==> src/rtl/wsc_pkg.sv <==
package wsc_pkg;
   // Region delay word positions (decoded by neighbouring bus logic too)
   localparam int ACC_LSB     = 4;
   localparam int USE_C0_BIT  = 8;
   localparam int USE_C2_BIT  = 10;
   localparam int USE_C3_BIT  = 11;
   localparam int BUS16_BIT   = 12;
   // Common delay word slots
   localparam int COM_SLOTS   = 4;
   localparam int C0_SLOT     = 0;
   localparam int C2_SLOT     = 2;
   localparam int C3_SLOT     = 3;
   // Arithmetic constants
   localparam int BUMP_LIMIT  = 6;
   localparam int FIRST_FLOOR = 6;
   localparam int SEQ_FLOOR   = 2;
   localparam int ACC_BIAS    = 2;

   typedef enum logic {
      BUS_8BIT  = 1'b0,
      BUS_16BIT = 1'b1
   } bus_width_e;
endpackage

==> src/rtl/wsc_field_decode.sv <==
module wsc_field_decode
   import wsc_pkg::*;
#(
   parameter int CFG_W = 32,
   parameter int COM_W = 4,
   parameter int ACC_W = 4
) (
   input  logic [CFG_W-1:0] region_cfg,
   input  logic [CFG_W-1:0] common_cfg,
   output logic [ACC_W-1:0] acc_time,
   output logic             use_c0,
   output logic             use_c2,
   output logic             use_c3,
   output bus_width_e       bus_w,
   output logic [COM_W-1:0] c0_val,
   output logic [COM_W-1:0] c2_val,
   output logic [COM_W-1:0] c3_val
);
   logic cfg_unused;

   assign acc_time = region_cfg[ACC_LSB +: ACC_W];
   assign use_c0   = region_cfg[USE_C0_BIT];
   assign use_c2   = region_cfg[USE_C2_BIT];
   assign use_c3   = region_cfg[USE_C3_BIT];
   assign bus_w    = bus_width_e'(region_cfg[BUS16_BIT]);

   assign c0_val = common_cfg[C0_SLOT*COM_W +: COM_W];
   assign c2_val = common_cfg[C2_SLOT*COM_W +: COM_W];
   assign c3_val = common_cfg[C3_SLOT*COM_W +: COM_W];

   // Fields that carry no timing meaning here
   assign cfg_unused = ^{region_cfg, common_cfg};
endmodule

==> src/rtl/wsc_base_calc.sv <==
module wsc_base_calc
   import wsc_pkg::*;
#(
   parameter int COM_W = 4,
   parameter int ACC_W = 4,
   parameter int INT_W = 10,
   parameter int OUT_W = 8
) (
   input  logic [ACC_W-1:0] acc_time,
   input  logic             use_c0,
   input  logic             use_c2,
   input  logic             use_c3,
   input  logic [COM_W-1:0] c0_val,
   input  logic [COM_W-1:0] c2_val,
   input  logic [COM_W-1:0] c3_val,
   output logic [OUT_W-1:0] first_cyc,
   output logic [OUT_W-1:0] seq_cyc
);
   localparam logic signed [INT_W-1:0] ONE_S   = INT_W'(1);
   localparam logic signed [INT_W-1:0] LIMIT_S = INT_W'(BUMP_LIMIT);
   localparam logic signed [INT_W-1:0] BIAS_S  = INT_W'(ACC_BIAS);
   localparam logic signed [INT_W-1:0] FFLR_S  = INT_W'(FIRST_FLOOR);
   localparam logic signed [INT_W-1:0] SFLR_S  = INT_W'(SEQ_FLOOR);

   function automatic logic signed [INT_W-1:0] widen_c(input logic [COM_W-1:0] v);
      return $signed(INT_W'(v));
   endfunction

   function automatic logic signed [INT_W-1:0] widen_a(input logic [ACC_W-1:0] v);
      return $signed(INT_W'(v));
   endfunction

   logic signed [INT_W-1:0] opt_sum;
   logic signed [INT_W-1:0] floor_term;
   logic signed [INT_W-1:0] bumped;
   logic signed [INT_W-1:0] first_raw;
   logic signed [INT_W-1:0] seq_raw;
   logic signed [INT_W-1:0] first_min;
   logic signed [INT_W-1:0] seq_min;
   logic signed [INT_W-1:0] first_s;
   logic signed [INT_W-1:0] seq_s;

   always_comb begin
      opt_sum = '0;
      if (use_c0) opt_sum = opt_sum + widen_c(c0_val) - ONE_S;
      if (use_c2) opt_sum = opt_sum + widen_c(c2_val);
      floor_term = use_c3 ? widen_c(c3_val) : '0;
   end

   always_comb begin
      bumped    = (opt_sum < LIMIT_S) ? (opt_sum + ONE_S) : opt_sum;
      first_raw = bumped  + widen_a(acc_time) + BIAS_S;
      seq_raw   = opt_sum + widen_a(acc_time) + BIAS_S;
      first_min = floor_term + FFLR_S;
      seq_min   = floor_term + SFLR_S;
      first_s   = (first_raw < first_min) ? first_min : first_raw;
      seq_s     = (seq_raw   < seq_min)   ? seq_min   : seq_raw;
   end

   // Both results are at least 2 after clamping, so the unsigned view is exact
   assign first_cyc = OUT_W'($unsigned(first_s));
   assign seq_cyc   = OUT_W'($unsigned(seq_s));
endmodule

==> src/rtl/wsc_beat_totals.sv <==
module wsc_beat_totals
   import wsc_pkg::*;
#(
   parameter int OUT_W = 8
) (
   input  logic [OUT_W-1:0] first_cyc,
   input  logic [OUT_W-1:0] seq_cyc,
   input  bus_width_e       bus_w,
   output logic [OUT_W-1:0] tot_byte,
   output logic [OUT_W-1:0] tot_half,
   output logic [OUT_W-1:0] tot_word
);
   logic [OUT_W-1:0] two_beat;
   logic [OUT_W-1:0] four_beat;

   assign two_beat  = first_cyc + seq_cyc;
   // first + 3*seq as a shift-add
   assign four_beat = two_beat + {seq_cyc[OUT_W-2:0], 1'b0};

   always_comb begin
      tot_byte = first_cyc;
      unique case (bus_w)
         BUS_16BIT: begin
            tot_half = first_cyc;
            tot_word = two_beat;
         end
         default: begin
            tot_half = two_beat;
            tot_word = four_beat;
         end
      endcase
   end
endmodule

==> src/rtl/wsc_latency_calc.sv <==
module wsc_latency_calc
   import wsc_pkg::*;
#(
   parameter int CFG_W    = 32,
   parameter int COM_W    = 4,
   parameter int ACC_W    = 4,
   parameter int OUT_W    = 8,
   parameter bit PIPE_OUT = 1'b1
) (
   input  logic             clk,
   input  logic             rst_n,
   input  logic             in_valid,
   input  logic [CFG_W-1:0] region_cfg,
   input  logic [CFG_W-1:0] common_cfg,
   output logic             out_valid,
   output logic [OUT_W-1:0] lat_byte,
   output logic [OUT_W-1:0] lat_half,
   output logic [OUT_W-1:0] lat_word
);
   localparam int COM_MAX   = (1 << COM_W) - 1;
   localparam int ACC_MAX   = (1 << ACC_W) - 1;
   localparam int SUM_MAX   = (COM_MAX - 1) + COM_MAX + ACC_MAX + ACC_BIAS + 1;
   localparam int FLR_MAX   = COM_MAX + FIRST_FLOOR;
   localparam int FIRST_MAX = (SUM_MAX > FLR_MAX) ? SUM_MAX : FLR_MAX;
   localparam int NEED_W    = $clog2(4 * FIRST_MAX + 1);
   localparam int INT_W     = NEED_W + 2;

   if (OUT_W < NEED_W) begin : g_chk_out_w
      $error("OUT_W too narrow for the largest word latency");
   end
   if (CFG_W < COM_SLOTS * COM_W || CFG_W <= BUS16_BIT) begin : g_chk_cfg_w
      $error("CFG_W cannot hold the configuration fields");
   end
   if (ACC_LSB + ACC_W > USE_C0_BIT) begin : g_chk_acc_w
      $error("ACC_W overlaps the flag bits");
   end

   logic [ACC_W-1:0] acc_time;
   logic             use_c0, use_c2, use_c3;
   bus_width_e       bus_w;
   logic [COM_W-1:0] c0_val, c2_val, c3_val;
   logic [OUT_W-1:0] first_cyc, seq_cyc;
   logic [OUT_W-1:0] nxt_byte, nxt_half, nxt_word;

   wsc_field_decode #(.CFG_W(CFG_W), .COM_W(COM_W), .ACC_W(ACC_W)) u_decode (
      .region_cfg (region_cfg),
      .common_cfg (common_cfg),
      .acc_time   (acc_time),
      .use_c0     (use_c0),
      .use_c2     (use_c2),
      .use_c3     (use_c3),
      .bus_w      (bus_w),
      .c0_val     (c0_val),
      .c2_val     (c2_val),
      .c3_val     (c3_val)
   );

   wsc_base_calc #(.COM_W(COM_W), .ACC_W(ACC_W), .INT_W(INT_W), .OUT_W(OUT_W)) u_base (
      .acc_time  (acc_time),
      .use_c0    (use_c0),
      .use_c2    (use_c2),
      .use_c3    (use_c3),
      .c0_val    (c0_val),
      .c2_val    (c2_val),
      .c3_val    (c3_val),
      .first_cyc (first_cyc),
      .seq_cyc   (seq_cyc)
   );

   wsc_beat_totals #(.OUT_W(OUT_W)) u_totals (
      .first_cyc (first_cyc),
      .seq_cyc   (seq_cyc),
      .bus_w     (bus_w),
      .tot_byte  (nxt_byte),
      .tot_half  (nxt_half),
      .tot_word  (nxt_word)
   );

   if (PIPE_OUT) begin : g_reg_out
      always_ff @(posedge clk or negedge rst_n) begin
         if (!rst_n) begin
            out_valid <= 1'b0;
            lat_byte  <= '0;
            lat_half  <= '0;
            lat_word  <= '0;
         end else begin
            out_valid <= in_valid;
            if (in_valid) begin
               lat_byte <= nxt_byte;
               lat_half <= nxt_half;
               lat_word <= nxt_word;
            end
         end
      end
   end else begin : g_comb_out
      logic clk_unused;
      assign clk_unused = clk ^ rst_n;
      assign out_valid  = in_valid;
      assign lat_byte   = nxt_byte;
      assign lat_half   = nxt_half;
      assign lat_word   = nxt_word;
   end
endmodule

==> config.mk <==
export PLATFORM = sky130hd
export DESIGN_NAME = wsc_latency_calc
export DESIGN_NICKNAME = d
export VERILOG_FILES = /design/src/rtl/wsc_pkg.sv /design/src/rtl/wsc_field_decode.sv /design/src/rtl/wsc_base_calc.sv /design/src/rtl/wsc_beat_totals.sv /design/src/rtl/wsc_latency_calc.sv
export SDC_FILE = /design/constraint.sdc
export NUM_CORES = 1
export LEC_CHECK = 0
export CORE_ASPECT_RATIO = 0.5
export CORE_MARGIN = 4
export CORE_UTILIZATION = 30
export CTS_CLUSTER_DIAMETER = 40
export DETAILED_ROUTE_END_ITERATION = 6
export HOLD_SLACK_MARGIN = 0.03
export SYNTH_ARGS = -nofsm -noshare
export SYNTH_HDL_FRONTEND = slang
export SYNTH_SLANG_ARGS = --single-unit
==> constraint.sdc <==
create_clock -name clk -period 0.95 [get_ports clk]
set_clock_uncertainty 0.15 [all_clocks]
set_input_delay 0.19 -clock clk [delete_from_list [all_inputs] [get_ports clk]]
set_output_delay 0.19 -clock clk [all_outputs]
set_load 0.02 [all_outputs]
==> impl_metrics.ini <==
[timing]
tightestPinTransition_ns = 0.583
rsz0062_at_grt = true
period_share_pct = 858
maxSlewViolCount = 0
period_needed_ns = 8.15
maxSlewHeadroom_pct = 60.7
max_freq_mhz = 123
finalHoldViolCount = 0
whs_ns = 0.122
worst_slack_ns = -7.20
setup_violations = 48
tns_ns = -134.20

[logic_synthesis]
synthCells = 395
synthTopCellsByCount = ha_1 (44), nor2_1 (44), a21oi_1 (35), inv_1 (34), dfrtp_1 (25)
yosysWarnings = 0
synth_area_leader_cell = dfrtp_1
ys_seq_area_share_pct = 19.5
synth-edff-count = 0
synth_ff_type = dfrtp_1
synth_seq_cells = 25
syn_area_sq_mm = 0.00321
synth_top_area_share_pct = 19.5
syn_nets = 511
async_flop_share_pct = 100
synth.area.top_cells = dfrtp_1 (19%), ha_1 (17%), a21oi_1 (5.5%)
syn_avg_cell_area_sq_um = 8.13
yosysUniqueCellTypes = 69

[worst_setup_path]
slowest_delay_ns = 0.55
cp.arrival_ns = 8.16
start_kind = input port
endpoint_kind = register
path_class = input port to register
crit_path_max_fanout = 4
crit_required_ns = 0.96
crit_slowest_cell = or4_4
path_common_cell = ha_4

[power]
clockPowerShare_pct = 3.4
comb_power_share_pct = 90.2
power_switching_mw = 11.8
total_power_mw = 28.4
cellInternalPower_mw = 16.6
pwr-share-seq_pct = 6.4
p_leak_nw = 2.94
power_density_mw_per_mm2 = 4580
p_sw_share_pct = 41.6
vdd_drop_max_mv = 3.46

[clock_tree]
cts_sinks = 25
insertion_delay_ns = 0.26
h-tree-depth = 1
clkSlewWorstSetupHoldPaths_ns = 0.06
cts_buffers = 3
cts_hold_buf = 0
cts-root-buf = clkbuf_16
clockBufferDepth = 2
cts_tree = done

[routing]
first_pass_iters = 4
ant_nets = 0
finalWirelength_um = 10700
drc = 0
avgRoutedWirePerCell_um = 13.8
drt-initial-drc-count = 134
viasPerCell = 4.79
vias = 3692

[grt]
grt_overflow = 0
antenna_found_initial = 0
grt_max_degree = 26
grt_pass1_vias = 3652
track_usage_pct = 16.1
grt_pass1_wl_um = 17000

[cells_and_area]
syn_to_final_growth_pct = 92.7
layout.nets = 748
fin_util_pct = 60.0
drive_gt1_share_pct = 55.6
stdcell_count = 771
stdcell_area_sq_mm = 0.00619
antenna_cells = 0

[floorplanning]
die_x_um = 154
core_sq_mm = 0.0103
rows = 26
initial_utilization_pct = 31.2
die-area_sq_mm = 0.0125
io_pins = 92
die_height_um = 81.2

[place]
gp_congestion = 0.843
pre_cts_slack_ns = -8.01
port_buffers = 47
detailed_place_hpwl_um = 7840
place_area_sq_mm = 0.00521
dp_cells = 728

[run_status]
failed_checks = setup timing
status = complete, but fails checks

[hold_path]
hold_class = input port to asynchronous set/reset pin

[flow_run]
drv_cap = 0
layer usage:
metal	global-route usage, %	share of wire (%)	vias up	routed length [um]
met4	3.44	1.4	0	146
li1	-	-	1898	-
met1	21.9	47	1722	5070
met5	0	0	-	0
met3	0.798	3.2	11	345
met2	28.8	48	61	5110
registers in the layout (all words and copies together) (netlist names):
signal and cells:
out_valid 1, lat_byte 8, lat_half 8, lat_word 8
worst paths after layout:
kind                               start           to  slack (ns)  cells past startpoint
setup / recovery           common_cfg[0]  lat_word[7]       -7.20                     44
hold / removal                     rst_n  lat_byte[0]        0.12                      2
setup reg to reg             lat_word[7]  lat_word[7]       -0.13                      2
hold reg to reg              lat_byte[7]  lat_byte[7]        0.38                      1
max in group asynchronous          rst_n  lat_half[7]        0.37                      2
min in group clk                in_valid    out_valid        0.29                      2
critical path, delay by kind of cell:
kind                     cells  cell delay, ns
adder cells (fa/ha/maj)     10            2.32
XOR/XNOR                     4            0.61
AND/OR/NAND/NOR             12            2.25
AO/OA/AOI/OAI               13            2.41
buffers and inverters        5            0.35
timing repair:
item                                    CTS  global route
endpoints found under the hold margin     0             0
gates resized for setup                 240            62
endpoints found under the setup margin   49            48
setup buffers                            28            27
pin swaps                                72            72
cell type report:
cell class,instances,area (sq um)
clock buffers,4,78.8
fillers,860,4120
inverters,37,156
multi-input cells,320,3060
flip-flops and latches,25,626
well taps,140,175
repair buffers,245,2100
cell families after synthesis:
kind of cell / synth area share (%)
AOI/OAI and AO/OA: 22.0
muxes: 5.10
buffers and inverters: 6.15
and+or+nand+nor: 20.1
xor gates and xnor gates: 6.54
adders and majority gates: 20.6
DFF: 19.5
power groups by stage:
stage	Clock, mW	Sequential (mW)	Combinational [mW]
finish	0.957	1.83	25.6
global route	1.02	1.88	27.4
CTS	0.961	1.82	20.4
detailed placement	0	1.76	17.1
global placement	0	1.76	16.8
floorplan	0	2.26	9.09
layout by cell type, fill, tap and decap left out, types with 11 or more instances in the layout:
| cell | Yosys | layout |
|---|---|---|
| nand2_1 | 22 | 17 |
| ha_4 | 0 | 12 |
| dfrtp_1 | 25 | 25 |
| xnor2_1 | 15 | 11 |
| clkdlybuf4s50_1 | 0 | 16 |
| ha_1 | 44 | 30 |
| a21o_1 | 11 | 11 |
| inv_1 | 34 | 23 |
| inv_2 | 2 | 11 |
| buf_4 | 0 | 172 |
| buf_6 | 1 | 50 |
| a21oi_1 | 35 | 25 |
| nor2_1 | 44 | 33 |
Power figures use the tool's default switching activity.
